`src/rtl/hdlc_rx_limit.sv`:
```
module hdlc_rx_limit #(
  parameter int LEN_W = 16
) (
  input  logic             clk,
  input  logic             rst_n,
  input  logic             bit_en,
  input  logic             bit_in,
  input  logic             len_chk_en,
  input  logic [LEN_W-1:0] max_len,
  output logic             out_valid,
  output logic [7:0]       out_data,
  output logic             out_sof,
  output logic             out_eof,
  output logic             st_good,
  output logic             st_abort,
  output logic             st_too_long,
  output logic             st_misalign
);

  localparam int CW = LEN_W + 1;
  localparam logic [CW-1:0] CNT_TOP = {1'b1, {LEN_W{1'b0}}};

  logic [2:0]    ones;
  logic [2:0]    bcnt;
  logic [7:0]    sh;
  logic [7:0]    pend;
  logic [CW-1:0] cnt;
  logic          in_frame;

  wire           flag_ev   = bit_en && !bit_in && ones == 3'd6;
  wire           abort_ev  = bit_en &&  bit_in && ones == 3'd6;
  wire           data_ev   = bit_en && in_frame && ones < 3'd5;
  wire           byte_done = bcnt == 3'd7;
  wire [7:0]     new_byte  = {bit_in, sh[7:1]};
  wire           has_oct   = cnt != '0;
  wire           first_oct = cnt == CW'(1);
  wire [CW-1:0]  cnt_inc   = (cnt == CNT_TOP) ? cnt : cnt + CW'(1);
  wire           over      = len_chk_en && (cnt_inc > {1'b0, max_len});

  always_ff @(posedge clk) begin
    if (!rst_n) begin
      ones        <= '0;
      bcnt        <= '0;
      sh          <= '0;
      pend        <= '0;
      cnt         <= '0;
      in_frame    <= 1'b0;
      out_valid   <= 1'b0;
      out_data    <= '0;
      out_sof     <= 1'b0;
      out_eof     <= 1'b0;
      st_good     <= 1'b0;
      st_abort    <= 1'b0;
      st_too_long <= 1'b0;
      st_misalign <= 1'b0;
    end else begin
      out_valid   <= 1'b0;
      out_sof     <= 1'b0;
      out_eof     <= 1'b0;
      st_good     <= 1'b0;
      st_abort    <= 1'b0;
      st_too_long <= 1'b0;
      st_misalign <= 1'b0;
      if (bit_en)
        ones <= bit_in ? ((ones == 3'd7) ? ones : ones + 3'd1) : 3'd0;
      if (flag_ev) begin
        if (in_frame && has_oct) begin
          out_eof <= 1'b1;
          if (bcnt == 3'd6) begin
            out_valid <= 1'b1;
            out_data  <= pend;
            out_sof   <= first_oct;
            st_good   <= 1'b1;
          end else begin
            st_misalign <= 1'b1;
          end
        end
        in_frame <= 1'b1;
        cnt      <= '0;
        bcnt     <= '0;
      end else if (abort_ev) begin
        if (in_frame && has_oct) begin
          out_eof  <= 1'b1;
          st_abort <= 1'b1;
        end
        in_frame <= 1'b0;
      end else if (data_ev) begin
        sh   <= new_byte;
        bcnt <= bcnt + 3'd1;
        if (byte_done) begin
          if (has_oct) begin
            out_valid <= 1'b1;
            out_data  <= pend;
            out_sof   <= first_oct;
          end
          if (over) begin
            out_eof     <= 1'b1;
            st_too_long <= 1'b1;
            in_frame    <= 1'b0;
          end else begin
            pend <= new_byte;
            cnt  <= cnt_inc;
          end
        end
      end
    end
  end

  AST_EOF_ONE_STATUS: assert property (@(posedge clk) disable iff (!rst_n)
    out_eof |-> $countones({st_good, st_abort, st_too_long, st_misalign}) == 1);
  AST_STATUS_WITH_EOF: assert property (@(posedge clk) disable iff (!rst_n)
    (st_good || st_abort || st_too_long || st_misalign) |-> out_eof);
  AST_GOOD_CARRIES_BYTE: assert property (@(posedge clk) disable iff (!rst_n)
    st_good |-> out_valid);
  AST_SOF_CARRIES_BYTE: assert property (@(posedge clk) disable iff (!rst_n)
    out_sof |-> out_valid);
  AST_ERR_NO_BYTE: assert property (@(posedge clk) disable iff (!rst_n)
    (st_abort || st_misalign) |-> !out_valid);
  AST_OUT_AFTER_BIT: assert property (@(posedge clk) disable iff (!rst_n)
    (out_valid || out_eof) |-> $past(bit_en));
  AST_EOF_PULSE: assert property (@(posedge clk) disable iff (!rst_n)
    out_eof |=> !out_eof);
  AST_LIMIT_HELD: assert property (@(posedge clk) disable iff (!rst_n)
    (in_frame && len_chk_en) |-> cnt <= {1'b0, max_len});
  AST_NO_CUT_UNCHECKED: assert property (@(posedge clk) disable iff (!rst_n)
    !$past(len_chk_en) |-> !st_too_long);

endmodule

```
`config.mk`:
```
export PLATFORM = sky130hd
export DESIGN_NAME = hdlc_rx_limit
export DESIGN_NICKNAME = d
export VERILOG_FILES = /design/src/rtl/hdlc_rx_limit.sv
export SDC_FILE = /design/constraint.sdc
export NUM_CORES = 1
export LEC_CHECK = 0
export BUFFER_PORTS_ARGS = -buffer_cell sky130_fd_sc_hd__buf_2
export CAP_MARGIN = 20
export CORE_AREA = 2 2 75 131
export CTS_BUF_LIST = sky130_fd_sc_hd__clkbuf_8
export CTS_CLUSTER_DIAMETER = 120
export DETAILED_ROUTE_END_ITERATION = 8
export DIE_AREA = 0 0 77 133
export PLACE_DENSITY = 0.51
export REMOVE_ABC_BUFFERS = 1
export SETUP_SLACK_MARGIN = 0.1
export SYNTH_ARGS = -nofsm -noshare
export SYNTH_HDL_FRONTEND = slang
export SYNTH_SLANG_ARGS = --single-unit
```
`constraint.sdc`:
```
create_clock -name clk -period 4 [get_ports clk]
set_input_delay 0.2 -clock clk [delete_from_list [all_inputs] [get_ports clk]]
set_output_delay 0.2 -clock clk [all_outputs]
set_load 0.1 [all_outputs]
```
== Word-level counts from Yosys, hierarchy flattened ==
Index checks and enable logic that the tools add are counted.
Word-level totals
  input port bits: 21
  bits in latches: 0
  RAM bits: 0
  flip-flop bits (word level): 55
  ROM bits: 0
  memories kept: 0
  output and inout bits: 15
  logic and storage cells: 97
Operators by class
  div/mod/pow operators: 0
  muxes and demuxes: 36
  reduce and logical (&&, ||, !) cells: 28
  order comparisons: 2
  $add $sub $neg: 3
  multipliers: 0
  shifts and indexed selects: 0
  bitwise logic cells: 4
  equality and inequality tests: 10
Operators by type and width (number)
  8-bit 2-to-1 mux: 7
  1-bit 2-to-1 mux: 26
  17-bit by 1-bit adder with 17-bit output (second input constant): 1
  17-bit by 1-bit equality test with 1-bit output (second input constant): 1
  17-bit equality test (second input constant): 1
  17-bit by 16-bit greater-than comparator with 1-bit output: 1
  17-bit 2-to-1 mux: 1
  17-bit nonzero test: 1
  3-bit equality test (second input constant): 4
  3-bit AND reduction: 3
  3-bit nonzero test: 3
  1-bit logical AND: 8
  3-bit by 1-bit adder with 3-bit output (second input constant): 2
  3-bit 2-to-1 mux: 2
  2-bit AND reduction: 3
  6-bit AND reduction: 1
  2-bit nonzero test: 3
  3-bit OR reduction: 2
  5-bit AND reduction: 1
  2-bit by 1-bit inequality test with 1-bit output (second input constant): 2
  2-bit inequality test (second input constant): 2
  1-bit NOT: 4
  4-bit AND reduction: 1
  3-bit less-than comparator (second input constant): 1
  2 further kinds: 2

== Depth between registers and ports, before layout ==
  word-level depth: 9
  depth in mapped cells: 16
  mapped depth without buffers: 13

== Least setup slack after synthesis ==
No wires, ideal clock.
  path kind: register -> register
  from: reg cnt[8]
  to: reg cnt[7]
  arrival time: 3267 ps
  period minus slack after synthesis: 3399 ps
  setup slack: 601 ps
  stages on the path, launching flop included: 17
  data required time: 3868 ps
  library setup time: 132 ps
  buffers on the path: 4
  cells stage by stage: dfxtp_1 > buf_2 > nor4_1 > nand4_1 > or2_2 > clkbuf_1 > nand2_1 > xnor2_1 > ha_1 > a21oi_1 > a211oi_1 > o31a_1 > o31a_1 > clkbuf_1 > clkbuf_1 > o41ai_1 > a21oi_1
Between the ends
  word-level cells in the longest chain between the ends: 6
  elaborated cells between the ends (all ways): 7
  classes of those cells: 1 x add/sub; 1 x order compare; 1 x eq/ne; 1 x mux; 1 x bitwise; 2 x reduce/logical
RTL lines
  start: declaration: line 27  | logic [CW-1:0] cnt;
  start signal: assignment: line 102  | cnt <= cnt_inc;
  17-bit equality test: line 37  | wire [CW-1:0] cnt_inc = (cnt == CNT_TOP) ? cnt : cnt + CW'(1);
  17-bit 2-to-1 mux: line 37
  named net cnt_inc[2]: line 37
  17-bit by 16-bit greater-than comparator with 1-bit output: line 38  | wire over = len_chk_en && (cnt_inc > {1'b0, max_len});
  1-bit logical AND: line 38
  1-bit NOT (no source line)
  4-bit AND reduction (no source line)
The timed path passes the listed nets, and every way through them passes these cells.
A chain may end at the register's enable or synchronous reset.

== Final worst setup path ==
  from: reg cnt[3]
  to: reg cnt[10]
Same word-level chain as after synthesis.

==> out/qor.tcl <==
set qor(max-cap-violations) 0
set qor(fin_skew_ps) 10.7
set qor(hold_start) {bit_in}
set qor(grt_pass1_vias) 2574
set qor(worst_r2r_start) {cnt[3]}
set qor(power.density_mw_per_mm2) 244
set qor(synth.largest_area_cell) {dfxtp_1}
set qor(cts.repair_timing.setup_buffer_count) 0
set qor(nNetsFinal) 451
set qor(data_arrival_critical_path_ps) 3890
set qor(leading_cell_type_in_the_layout_fill_and_taps_excluded) {dfxtp_1}
set qor(post_synthesis_mean_instance_area_um2) 8.50
set qor(drive_gt1_frac) 0.158
set qor(synth-warning-count) 0
set qor(mostFrequentLayoutCells) {dfxtp_1, nand2_1, nor2_1}
set qor(clk_pin_slew_ps) 100
set qor(boundaryPins) 36
set qor(rr_endpoint) {cnt[10]}
set qor(synth_area_leaders) {dfxtp_1, ha_1, mux2i_1}
set qor(routed_via_density) 5.03
set qor(timing.final.crit_share) 0.911
set qor(worstSetupStartpointType) {register}
set qor(seq_area_mm2) 0.00108
set qor(power.ir.vdd_worst_mv) 0.199
set qor(antenna_found_initial) 0
set qor(clockRootBuffer) {clkbuf_8}
set qor(finalHoldViolCount) 0
set qor(drtIter0Drc) 110
set qor(ys_async_sr_fraction) 0
set qor(global_route_wire_length_before_repair_mm) 12.2
set qor(cts.htree.levels) 2
set qor(gr-usage-all-layers) 0.148
set qor(final_wirelength_mm) 7.37
set qor(worst_skew_pair.late_latency_ps) 310
set qor(synth.yosys.seq_area_share) 0.343
set qor(postSynthRegisterBits) 54
set qor(instance_count_of_the_mapped_netlist) 371
set qor(reg2regPathDepth) 13
set qor(port_buffers) 35
set qor(leakage_nw) 1.60
set qor(timing.critical_path.to_type) {register}
set qor(gp_congestion) 0.819
set qor(setup.worst_path.start) {cnt[3]}
set qor(initial_utilization) 0.339
set qor(power.total_uw) 870
set qor(grt_overflow) 0
set qor(floorplan.die_area_mm2) 0.0102
set qor(final-max-slew-violation-count) 0
set qor(totalNegativeSetupSlack_ps) 0
set qor(max_slew.worst_pin.slew_ps) 866
set qor(synthDistinctLibCells) 49
set qor(r2r_setup_slack_ps) 360
set qor(chipWidth_um) 77
set qor(synthFlopType) {dfxtp_1}
set qor(routedWlPerCell_um) 14.0
set qor(worst-path-max-fanout) 14
set qor(area_of_combinational_cells_with_multiple_inputs_mm2) 0.00193
set qor(grt_setup_unrepaired) {false}
set qor(timing.critical_path.required_ps) 4240
set qor(max-clock-path-buffers) 2
set qor(grt_max_degree) 23
set qor(coreArea_mm2) 0.00929
set qor(dpl-instance-area_mm2) 0.00348
set qor(min_delay_worst_endpoint) {st_abort}
set qor(std_cell_rows) 47
set qor(vias) 2652
set qor(worst_hold_path_type) {in -> reg}
set qor(number_of_stages_on_the_worst_hold_path) 2
set qor(area_growth_syn_to_layout_pct) 13.3
set qor(timing.final.crit_period_ps) 3640
set qor(slew_headroom) 0.419
set qor(holdWs_ps) 246
set qor(timing.setup.critical_path_class) {reg -> reg}
set qor(cts-buffers-inserted) 5
set qor(antenna_cell_count) 0
set qor(drc_violation_count_after_routing) 0
set qor(yosysTopAreaCellShare) 0.343
set qor(max_freq_ghz) 0.275
set qor(antenna_violating_nets_post_route) 0
set qor(synth_edf_count) 0
set qor(finalSetupViolCount) 0
set qor(clock_sink_count) 54
set qor(synth.cell_area_mm2) 0.00315
set qor(tritoncts) {done}
set qor(fp.dieH_um) 133
set qor(fillers) 1025
set qor(status) {completed}
set qor(layout.cell_area.non_filler_mm2) 0.00357
set qor(hpwlAfterDp_mm) 5.70
set qor(first_pass_iters) 4
-- cells in the mapped netlist (3+ instances only) --
cell type   n
nand4_1     5
nand2_1    48
dfxtp_1    54
nor2b_1     3
o21a_1      3
xnor2_1     8
and3_1      6
nor2_1     37
nand3_1    10
nor3_1      5
ha_1       25
o31a_1      4
or2_2       5
o41ai_1     3
mux2i_1    30
nor4_1      8
inv_1      24
a21oi_1    17
clkbuf_1   12
buf_2       4
or4_1       6
o21ai_0     6
xor2_1      8
or4b_1      3
o31ai_1     7
-- kinds of logic (layout without fill, tap and decap cells) --
family                   count (synthesis)  count (layout)  share of synthesized area
AO/OA/AOI/OAI                           55              55                      0.117
AND/OR/NAND/NOR                        150             150                      0.249
flip-flops                              54              54                      0.343
buffers and inverters                   41              75                     0.0528
adder cells (fa/ha/maj)                 25              25                     0.0992
multiplexers                            30              30                     0.0952
XOR/XNOR                                16              16                     0.0444
-- how the worst max path moves through the flow --
stage | endpoint | slack [ps] | cells after the start
2_1_floorplan | pend[0] | 660 | 12
3_3_place_gp | cnt[9] | 240 | 13
3_5_place_dp | cnt[11] | 240 | 13
4_1_cts | cnt[11] | 210 | 13
5_1_grt | cnt[6] | 100 | 13
6_report | cnt[10] | 360 | 13
-- area by class of cell --
type | instances | share of cell area
multi-input cells | 276 | 0.540
flip-flops and latches | 54 | 0.303
repair buffers | 44 | 0.0680
clock inverters | 2 | 0.00210
well taps | 122 | 0.0427
inverters | 24 | 0.0252
clock buffers | 5 | 0.0193
-- per-layer routing --
layer	wire, um	up-vias	GRT usage
met5	0	-	0
met4	255	0	0.0764
met3	209	14	0.0218
met2	3870	45	0.272
met1	3030	1223	0.161
li1	-	1370	-
-- critical path: stages, from the launching register on --
cell	delay, ps
dfxtp_1	400
nor4_1	380
nand4_1	190
or2_2	380
nand2_1	120
xnor2_1	130
ha_1	280
a21oi_1	140
a211oi_1	80
o31a_1	270
o31a_1	380
buf_4	220
or4_1	480
a21oi_1	150
-- flip-flops by register name (all words and copies together), names as in the netlist, 3 cells and up --
register / flops
bcnt: 3
cnt: 17
ones: 3
out_data: 8
pend: 8
sh: 7
-- what timing repair did --
item	CTS	global route
hold buffers	0	0
endpoints found under the setup margin	0	16
resized for setup	0	4
-- through the flow --
stage | std cells | util | setup slack (ps)
2_1_floorplan | 354 | - | 663
3_3_place_gp | 520 | 0.374 | 242
3_5_place_dp | 520 | 0.374 | 240
4_1_cts | 527 | 0.382 | 207
5_1_grt | 527 | 0.384 | 103
6_report | 527 | 0.384 | 358
-- report_power, final --
group / internal (mW) / total [mW] / switching [mW]
sequential: 0.538 / 0.539 / 0.00117
combinational: 0.0166 / 0.0438 / 0.0272
clock: 0.116 / 0.287 / 0.171
Power figures use the tool's default switching activity.
